==> src/rtl/spec_txn_pkg.sv <==
`timescale 1ns/1ps
package spec_txn_pkg;

    localparam int LINE_W = 16;
    localparam int WORD_W = 16;
    localparam int N_ENT  = 8;

    typedef logic [LINE_W-1:0] line_t;
    typedef logic [WORD_W-1:0] word_t;

    typedef struct packed {
        line_t line;
        word_t word;
    } slot_t;

    typedef enum logic [2:0] {
        ST_IDLE,
        ST_RUN,
        ST_WAIT,
        ST_BCAST,
        ST_PASS,
        ST_ABORT
    } txn_state_e;

    function automatic int idx_width(int depth);
        return (depth > 1) ? $clog2(depth) : 1;
    endfunction

endpackage

==> src/rtl/rdset_store.sv <==
`timescale 1ns/1ps
module rdset_store import spec_txn_pkg::*; #(
    parameter int DEPTH = N_ENT
) (
    input  logic  clk,
    input  logic  rst,
    input  logic  clr_all,
    input  logic  kill_en,
    input  logic  alloc_en,
    input  line_t lk_line,
    input  word_t alloc_word,
    input  line_t snp_line,
    output logic  lk_hit,
    output word_t lk_word,
    output logic  full,
    output logic  snp_hit
);
    localparam int IDX_W = idx_width(DEPTH);

    slot_t            ent_q [DEPTH];
    logic [DEPTH-1:0] vld_q;
    logic [DEPTH-1:0] lk_match;
    logic [DEPTH-1:0] snp_match;
    logic [IDX_W-1:0] free_idx;
    logic             free_ok;

    genvar g;
    generate
        for (g = 0; g < DEPTH; g++) begin : g_cmp
            assign lk_match[g]  = vld_q[g] && (ent_q[g].line == lk_line);
            assign snp_match[g] = vld_q[g] && (ent_q[g].line == snp_line);
        end
    endgenerate

    always_comb begin
        lk_word  = '0;
        free_ok  = 1'b0;
        free_idx = '0;
        for (int i = 0; i < DEPTH; i++) begin
            if (lk_match[i]) lk_word = ent_q[i].word;
        end
        for (int i = DEPTH - 1; i >= 0; i--) begin
            if (!vld_q[i]) begin
                free_ok  = 1'b1;
                free_idx = IDX_W'(i);
            end
        end
    end

    assign lk_hit  = |lk_match;
    assign snp_hit = |snp_match;
    assign full    = &vld_q;

    always_ff @(posedge clk) begin
        if (rst || clr_all) begin
            vld_q <= '0;
        end else begin
            if (kill_en) vld_q <= vld_q & ~snp_match;
            if (alloc_en && free_ok) vld_q[free_idx] <= 1'b1;
        end
    end

    always_ff @(posedge clk) begin
        if (alloc_en && free_ok) ent_q[free_idx] <= '{line: lk_line, word: alloc_word};
    end

    // a line is recorded at most once
    p_unique_read_line_r1: assert property (@(posedge clk) disable iff (rst)
        $onehot0(lk_match));

endmodule

==> src/rtl/wbuf_store.sv <==
`timescale 1ns/1ps
module wbuf_store import spec_txn_pkg::*; #(
    parameter int DEPTH = N_ENT,
    localparam int IDX_W = idx_width(DEPTH),
    localparam int CNT_W = $clog2(DEPTH + 1)
) (
    input  logic             clk,
    input  logic             rst,
    input  logic             clr_all,
    input  logic             wr_en,
    input  line_t            lk_line,
    input  word_t            wr_word,
    input  logic [IDX_W-1:0] rd_idx,
    output logic             lk_hit,
    output word_t            lk_word,
    output logic             full,
    output logic [CNT_W-1:0] cnt,
    output slot_t            rd_slot
);
    slot_t            ent_q [DEPTH];
    logic [CNT_W-1:0] cnt_q;
    logic [DEPTH-1:0] match;
    logic [IDX_W-1:0] hit_idx;

    genvar g;
    generate
        for (g = 0; g < DEPTH; g++) begin : g_cmp
            assign match[g] = (CNT_W'(g) < cnt_q) && (ent_q[g].line == lk_line);
        end
    endgenerate

    always_comb begin
        lk_word = '0;
        hit_idx = '0;
        for (int i = 0; i < DEPTH; i++) begin
            if (match[i]) begin
                lk_word = ent_q[i].word;
                hit_idx = IDX_W'(i);
            end
        end
    end

    assign lk_hit  = |match;
    assign full    = (cnt_q == CNT_W'(DEPTH));
    assign cnt     = cnt_q;
    assign rd_slot = ent_q[rd_idx];

    always_ff @(posedge clk) begin
        if (rst || clr_all) begin
            cnt_q <= '0;
        end else if (wr_en && !lk_hit && !full) begin
            cnt_q <= cnt_q + CNT_W'(1);
        end
    end

    always_ff @(posedge clk) begin
        if (wr_en) begin
            if (lk_hit) begin
                ent_q[hit_idx].word <= wr_word;
            end else if (!full) begin
                ent_q[cnt_q[IDX_W-1:0]] <= '{line: lk_line, word: wr_word};
            end
        end
    end

    // a written line occupies one slot only
    p_unique_write_line_r2: assert property (@(posedge clk) disable iff (rst)
        $onehot0(match));

    // occupancy never exceeds the buffer depth
    p_no_overflow_r3: assert property (@(posedge clk) disable iff (rst)
        cnt_q <= CNT_W'(DEPTH));

endmodule

==> src/rtl/txn_ctrl.sv <==
`timescale 1ns/1ps
module txn_ctrl import spec_txn_pkg::*; #(
    parameter int DEPTH = N_ENT,
    localparam int IDX_W = idx_width(DEPTH),
    localparam int CNT_W = $clog2(DEPTH + 1)
) (
    input  logic             clk,
    input  logic             rst,
    input  logic             txn_begin,
    input  logic             txn_commit,
    input  logic             tok_held,
    input  logic             snp_valid,
    input  logic             snp_hit,
    input  logic             ovf_evt,
    input  logic [CNT_W-1:0] wcnt,
    output txn_state_e       state,
    output logic [IDX_W-1:0] bc_idx,
    output logic             run,
    output logic             abort_evt,
    output logic             clr_wbuf,
    output logic             clr_rset,
    output logic             kill_rset,
    output logic             abort,
    output logic             restart,
    output logic             tok_pass,
    output logic             bc_valid,
    output logic             ovf
);
    txn_state_e       state_q, state_d;
    logic [IDX_W-1:0] idx_q;
    logic             restart_q;
    logic             ovf_q;
    logic             live;
    logic             conflict_evt;
    logic             open_evt;

    assign live         = (state_q == ST_RUN) || (state_q == ST_WAIT);
    assign conflict_evt = live && snp_valid && snp_hit;
    assign abort_evt    = conflict_evt || ovf_evt;
    assign open_evt     = (state_q == ST_IDLE) && txn_begin;

    assign run       = (state_q == ST_RUN);
    assign clr_wbuf  = open_evt || abort_evt;
    assign clr_rset  = open_evt || ovf_evt;
    assign kill_rset = conflict_evt;

    always_comb begin
        state_d = state_q;
        unique case (state_q)
            ST_IDLE:  if (txn_begin) state_d = ST_RUN;
            ST_RUN: begin
                if (abort_evt)       state_d = ST_ABORT;
                else if (txn_commit) state_d = ST_WAIT;
            end
            ST_WAIT: begin
                if (abort_evt)     state_d = ST_ABORT;
                else if (tok_held) state_d = (wcnt == '0) ? ST_PASS : ST_BCAST;
            end
            ST_BCAST: if (CNT_W'(idx_q) == wcnt - CNT_W'(1)) state_d = ST_PASS;
            ST_PASS:  state_d = ST_IDLE;
            ST_ABORT: state_d = ST_RUN;
            default:  state_d = ST_IDLE;
        endcase
    end

    always_ff @(posedge clk) begin
        if (rst) begin
            state_q   <= ST_IDLE;
            idx_q     <= '0;
            restart_q <= 1'b0;
            ovf_q     <= 1'b0;
        end else begin
            state_q   <= state_d;
            restart_q <= (state_q == ST_ABORT);
            if (state_q == ST_BCAST) idx_q <= idx_q + IDX_W'(1);
            else                     idx_q <= '0;
            if (ovf_evt)       ovf_q <= 1'b1;
            else if (open_evt) ovf_q <= 1'b0;
        end
    end

    assign state    = state_q;
    assign bc_idx   = idx_q;
    assign abort    = (state_q == ST_ABORT);
    assign restart  = restart_q;
    assign tok_pass = (state_q == ST_PASS);
    assign bc_valid = (state_q == ST_BCAST);
    assign ovf      = ovf_q;

    // a read-set hit while live aborts in the next cycle
    p_conflict_aborts_r4: assert property (@(posedge clk) disable iff (rst)
        (live && snp_valid && snp_hit) |=> abort);

    // restart follows a single abort cycle
    p_restart_follows_abort_r7: assert property (@(posedge clk) disable iff (rst)
        abort |=> (restart && !abort));

    p_restart_needs_abort_r7: assert property (@(posedge clk) disable iff (rst)
        restart |-> $past(abort));

    // broadcasting starts only after the token was seen
    p_bcast_after_token_r8: assert property (@(posedge clk) disable iff (rst)
        $rose(bc_valid) |-> $past(tok_held));

    // token passes after the last write or straight after the token
    p_pass_timing_r10: assert property (@(posedge clk) disable iff (rst)
        tok_pass |-> ($past(bc_valid) || $past(tok_held)));

    // overflow flag rises together with an abort
    p_ovf_with_abort_r3: assert property (@(posedge clk) disable iff (rst)
        $rose(ovf) |-> abort);

endmodule

==> src/rtl/spec_txn_cache.sv <==
`timescale 1ns/1ps
module spec_txn_cache import spec_txn_pkg::*; #(
    parameter int DEPTH = N_ENT
) (
    input  logic              clk,
    input  logic              rst,
    input  logic              txn_begin,
    input  logic              txn_commit,
    input  logic              acc_valid,
    input  logic              acc_write,
    input  logic [LINE_W-1:0] acc_addr,
    input  logic [WORD_W-1:0] acc_wdata,
    input  logic [WORD_W-1:0] mem_rdata,
    output logic [WORD_W-1:0] ld_data,
    input  logic              snp_valid,
    input  logic [LINE_W-1:0] snp_addr,
    input  logic              tok_held,
    output logic              bc_valid,
    output logic [LINE_W-1:0] bc_addr,
    output logic [WORD_W-1:0] bc_data,
    output logic              tok_pass,
    output logic              abort,
    output logic              restart,
    output logic              ovf
);
    localparam int IDX_W = idx_width(DEPTH);
    localparam int CNT_W = $clog2(DEPTH + 1);

    txn_state_e       state;
    logic [IDX_W-1:0] bc_idx;
    logic [CNT_W-1:0] wcnt;
    slot_t            bc_slot;
    logic             run, abort_evt, clr_wbuf, clr_rset, kill_rset;
    logic             rs_hit, rs_full, rs_snp_hit, wb_hit, wb_full;
    word_t            rs_word, wb_word;
    logic             ld_acc, st_acc, ovf_evt, rs_alloc, wb_wr;

    assign ld_acc = run && acc_valid && !acc_write;
    assign st_acc = run && acc_valid && acc_write;

    assign ovf_evt  = (ld_acc && !wb_hit && !rs_hit && rs_full)
                   || (st_acc && !wb_hit && wb_full);
    assign rs_alloc = ld_acc && !wb_hit && !rs_hit && !abort_evt;
    assign wb_wr    = st_acc && !abort_evt;

    rdset_store #(.DEPTH(DEPTH)) u_rset (
        .clk        (clk),
        .rst        (rst),
        .clr_all    (clr_rset),
        .kill_en    (kill_rset),
        .alloc_en   (rs_alloc),
        .lk_line    (acc_addr),
        .alloc_word (mem_rdata),
        .snp_line   (snp_addr),
        .lk_hit     (rs_hit),
        .lk_word    (rs_word),
        .full       (rs_full),
        .snp_hit    (rs_snp_hit)
    );

    wbuf_store #(.DEPTH(DEPTH)) u_wbuf (
        .clk     (clk),
        .rst     (rst),
        .clr_all (clr_wbuf),
        .wr_en   (wb_wr),
        .lk_line (acc_addr),
        .wr_word (acc_wdata),
        .rd_idx  (bc_idx),
        .lk_hit  (wb_hit),
        .lk_word (wb_word),
        .full    (wb_full),
        .cnt     (wcnt),
        .rd_slot (bc_slot)
    );

    txn_ctrl #(.DEPTH(DEPTH)) u_ctrl (
        .clk        (clk),
        .rst        (rst),
        .txn_begin  (txn_begin),
        .txn_commit (txn_commit),
        .tok_held   (tok_held),
        .snp_valid  (snp_valid),
        .snp_hit    (rs_snp_hit),
        .ovf_evt    (ovf_evt),
        .wcnt       (wcnt),
        .state      (state),
        .bc_idx     (bc_idx),
        .run        (run),
        .abort_evt  (abort_evt),
        .clr_wbuf   (clr_wbuf),
        .clr_rset   (clr_rset),
        .kill_rset  (kill_rset),
        .abort      (abort),
        .restart    (restart),
        .tok_pass   (tok_pass),
        .bc_valid   (bc_valid),
        .ovf        (ovf)
    );

    always_comb begin
        if (!run)        ld_data = mem_rdata;
        else if (wb_hit) ld_data = wb_word;
        else if (rs_hit) ld_data = rs_word;
        else             ld_data = mem_rdata;
    end

    assign bc_addr = bc_valid ? bc_slot.line : '0;
    assign bc_data = bc_valid ? bc_slot.word : '0;

    // the write buffer is already empty in the abort cycle
    p_wbuf_empty_on_abort_r5: assert property (@(posedge clk) disable iff (rst)
        abort |-> (wcnt == '0));

    // an idle block never leaves idle except through begin
    p_idle_needs_begin_r12: assert property (@(posedge clk) disable iff (rst)
        (state == ST_IDLE && !txn_begin) |=> (state == ST_IDLE));

endmodule

==> config.mk <==
export PLATFORM = sky130hd
export DESIGN_NAME = spec_txn_cache
export DESIGN_NICKNAME = d
export VERILOG_FILES = /design/src/rtl/spec_txn_pkg.sv /design/src/rtl/rdset_store.sv /design/src/rtl/wbuf_store.sv /design/src/rtl/txn_ctrl.sv /design/src/rtl/spec_txn_cache.sv
export SDC_FILE = /design/constraint.sdc
export NUM_CORES = 1
export LEC_CHECK = 0
export BUFFER_PORTS_ARGS = -buffer_cell sky130_fd_sc_hd__buf_2
export CAP_MARGIN = 20
export CORE_MARGIN = 2
export CORE_UTILIZATION = 45
export CTS_CLUSTER_DIAMETER = 40
export DETAILED_ROUTE_END_ITERATION = 12
export GPL_TIMING_DRIVEN = 1
export PLACE_DENSITY = 0.67
export SLEW_MARGIN = 5
export SYNTH_ARGS = -nofsm -noshare
export SYNTH_HDL_FRONTEND = slang
export SYNTH_HIERARCHICAL = 1
export SYNTH_SLANG_ARGS = --single-unit
==> constraint.sdc <==
create_clock -name clk -period 8.12 [get_ports clk]
set_input_delay 1.624 -clock clk [delete_from_list [all_inputs] [get_ports clk]]
set_output_delay 1.624 -clock clk [all_outputs]
set_load 0.01 [all_outputs]
==> impl_metrics.toml <==
[run_status]
outcome = "finished clean"

[timing]
postLayoutSetupSlackWorst_ps = 681
maxClockFrequency_mhz = 134
rsz0062_at_grt = "no"
finalWorstPathRequiredPeriod_ps = 7440
slew_headroom_pct = 28.1
hold_slack_ps = 493
fin_worst_skew_ps = 24.1
slew_violations = 0
hold_viol_final = 0
setup_total_negative_slack_ps = 0
final-setup-viol-count = 0
tightest_slew_ps = 1080
min_period_over_period_pct = 91.6

[setup_path]
reg2reg_from = "u_wbuf/cnt[0]"
crit_type = "in2out"
crit_path_top_delay_cell = "sky130_fd_sc_hd__nor3_4"
rrSetupSlack_ps = 2400
cp_startpoint_kind = "input pin"
critical-path-top-cell-by-count = "sky130_fd_sc_hd__buf_2"
worstPathMaxFanout = 19
worst_r2r_endpoint = "u_wbuf/ent_q[6][29]"
worst_path_largest_cell_delay_ps = 870
worst-endpoint-required_ps = 6500
setup.worst_path.end = "ld_data[14]"
critPathArrivalTime_ps = 5820
timing.critical_path.to_type = "output port"
critical_path.startpoint = "acc_addr[8]"
worstPathCellList = "buf_2, buf_4, xor2_1, nor4_1, nand3_1, nor3_4, nor3_1, nand2_1, nand2b_1, o22ai_2, a21oi_2, buf_2"
ff2ff_path_depth = 17

[clocking]
numCtsBuffers = 73
hold_buf_count_cts = 0
cts_resized = 0
cts.root.buffer_cell = "sky130_fd_sc_hd__clkbuf_16"
postCtsSetupRepairBufs = 0
h-tree-depth = 3
clock_sink_count = 532
cts_max_path_buffers = 3
cts.clk_slew.worst_paths_ps = 50
clock_insertion_delay_worst_skew_ps = 600
cts_tree = "done"

[routing]
drc_errors = 0
wl_per_cell_um = 25.8
route.antenna.remaining_nets = 0
drt_first_iter_violations = 1806
detailroute.via_count = 17100
postRouteWirelength_mm = 74.4
drt_pre_antenna_iters = 5
vias_per_cell = 5.94

[yosys]
synthesized_flop_and_latch_total = 532
yosysSeqAreaShare_pct = 59.7
synth_top_cell_by_area = "sky130_fd_sc_hd__edfxtp_1"
post_synth_instance_area_um2 = 26400
proportion_of_netlist_area_held_by_the_largest_area_contributor_pct = 58.2
synth-warning-count = 6
synth_enable_flop_cells = 512
syn_inst = 1899
synth.avg_cell_area_um2 = 13.9
synth.lib_cells_used.distinct = 85
synth_flop_cell = "sky130_fd_sc_hd__edfxtp_1"
synthArstFlopShare_pct = 0
synth_nets = 1976
synthTopCellsByArea = "sky130_fd_sc_hd__edfxtp_1 (58%), sky130_fd_sc_hd__xnor2_1 (7.2%), sky130_fd_sc_hd__xor2_1 (5.8%)"

[floorplan]
start_util_pct = 45.6
chipHeight_um = 246
ioPinCount = 125
die_width_um = 246
fp.dieArea_um2 = 60700
core_area_um2 = 57900
floorplan.rows = 88

[cells_and_area]
layout.cells.most_common = "sky130_fd_sc_hd__edfxtp_1"
commonest_non_fill_non_tap_cells_in_the_layout = "sky130_fd_sc_hd__edfxtp_1 (512), sky130_fd_sc_hd__xnor2_1 (217), sky130_fd_sc_hd__xor2_1 (175)"
finalNetCount = 2137
final_layout_size_suffix_gt1_share_pct = 22.9
syn2layout_area_growth_pct = 15.8

[grt]
grt_use_total_pct = 24.5
grt_start_max_net_pins = 67
grt_antenna_before_repair = 4
grt_pass1_vias = 17400
grt_pass1_wl_mm = 110
final_global_route_overflow_total = 0

[job]
number_of_violations_of_the_max_capacitance_limit = 0

[pwr]
p_per_area_nw_per_um2 = 226
power.share.switching_pct = 23.7
ir_drop_mv = 0.135
share_of_total_power_in_sequential_cells_pct = 44.8
p_clk_share_pct = 46.8
p_comb_share_pct = 8.5
p_leak_nw = 10.1
p_int_w = 0.00527
p_switching_w = 0.00164

[hold_path]
hold_path_depth = 2
worstHoldPathType = "reg2reg"

[place]
routabilityCongestion = 0.903
placement.setup.worst_slack_ps = 773
port_buffers = 124
hpwl_mm = 49.4
worst min-delay path by stage:
stage,from,to,slack [ps]
2_1_floorplan,u_ctrl/bc_idx[0],u_ctrl/bc_idx[0],470
3_3_place_gp,u_ctrl/ovf,u_ctrl/ovf,500
3_5_place_dp,u_ctrl/ovf,u_ctrl/ovf,490
4_1_cts,u_ctrl/ovf,u_ctrl/ovf,510
5_1_grt,u_ctrl/ovf,u_ctrl/ovf,530
6_report,u_ctrl/ovf,u_ctrl/ovf,490
kinds of logic (layout without fill, tap and decap cells):
family / count (synthesis) / in the layout / share of synthesized area [%]
mux: 129 / 129 / 8.07
xor+xnor: 393 / 393 / 13.1
compound gates: 245 / 245 / 6.71
flops: 532 / 532 / 59.7
other cells: 0 / 1 / 0
simple gates: 434 / 434 / 9.20
fa+ha+maj: 5 / 5 / 0.237
buf+inv: 161 / 380 / 3.01
cell usage after synthesis (all sizes together) (3+ instances only):
master	number
a2111o	14
a2111oi	3
a211oi	5
a21boi	4
a21oi	77
a221oi	18
a22oi	32
and2	38
and3	6
buf	62
clkbuf	59
dfxtp	20
edfxtp	512
ha	5
inv	39
mux2	33
mux2i	32
mux4	64
nand2	80
nand2b	5
nand3	16
nand4	57
nor2	89
nor3	33
nor3b	8
nor4	82
o21a	3
o21ai	37
o22ai	16
o32ai	16
or2	5
or3b	3
xnor2	218
xor2	175
routing by layer:
metal / part of all wire, % / track usage, %
met1: 41 / 32.7
met4: 3.6 / 10.0
met5: 0.035 / 0
met2: 47 / 39.5
met3: 8.1 / 4.84
area by class of cell:
type | count | area (um^2)
Inverter | 40 | 150
Sequential cell | 532 | 15800
Timing Repair Buffer | 207 | 1280
Tap cell | 765 | 957
Clock buffer | 87 | 2030
Antenna cell | 1 | 2.50
Multi-Input combinational cell | 1206 | 9920
Clock inverter | 46 | 469
Fill cell | 4821 | 27300
through the flow:
| step | total power, W | cell area, um^2 | std cells | util (%) |
|---|---|---|---|---|
| floorplan | 0.00352 | 26400 | 1899 | - |
| global placement | 0.00373 | 28100 | 2749 | 48.5 |
| detailed placement | 0.00374 | 28100 | 2750 | 48.5 |
| CTS | 0.00696 | 30600 | 2883 | 52.8 |
| global route | 0.00712 | 30600 | 2883 | 52.8 |
| finish | 0.00692 | 30600 | 2884 | 52.8 |
worst max-delay path: cells and delay by family:
family          cells  cell delay [ps]
simple gates        6             2890
compound gates      2              480
buf+inv             3              710
xor+xnor            1               90
flip-flops by register name, indices dropped and copies added (netlist names):
name,cells
u_rset/ent_q,256
u_wbuf/ent_q,256
u_rset/vld_q,8
u_wbuf/cnt,4
u_ctrl/bc_idx,3
u_ctrl/state,3
u_ctrl/ovf,1
u_ctrl/restart,1
power by group through the flow:
| stage | logic [W] | registers, W | clock network [W] |
|---|---|---|---|
| after floorplan | 0.000397 | 0.00312 | 0 |
| after global placement | 0.000576 | 0.00315 | 0 |
| after detailed placement | 0.000583 | 0.00315 | 0 |
| after CTS | 0.000586 | 0.00310 | 0.00328 |
| after global routing | 0.000629 | 0.00310 | 0.00339 |
| final | 0.000585 | 0.00310 | 0.00324 |
No activity file was read; power rests on OpenSTA's default activity.
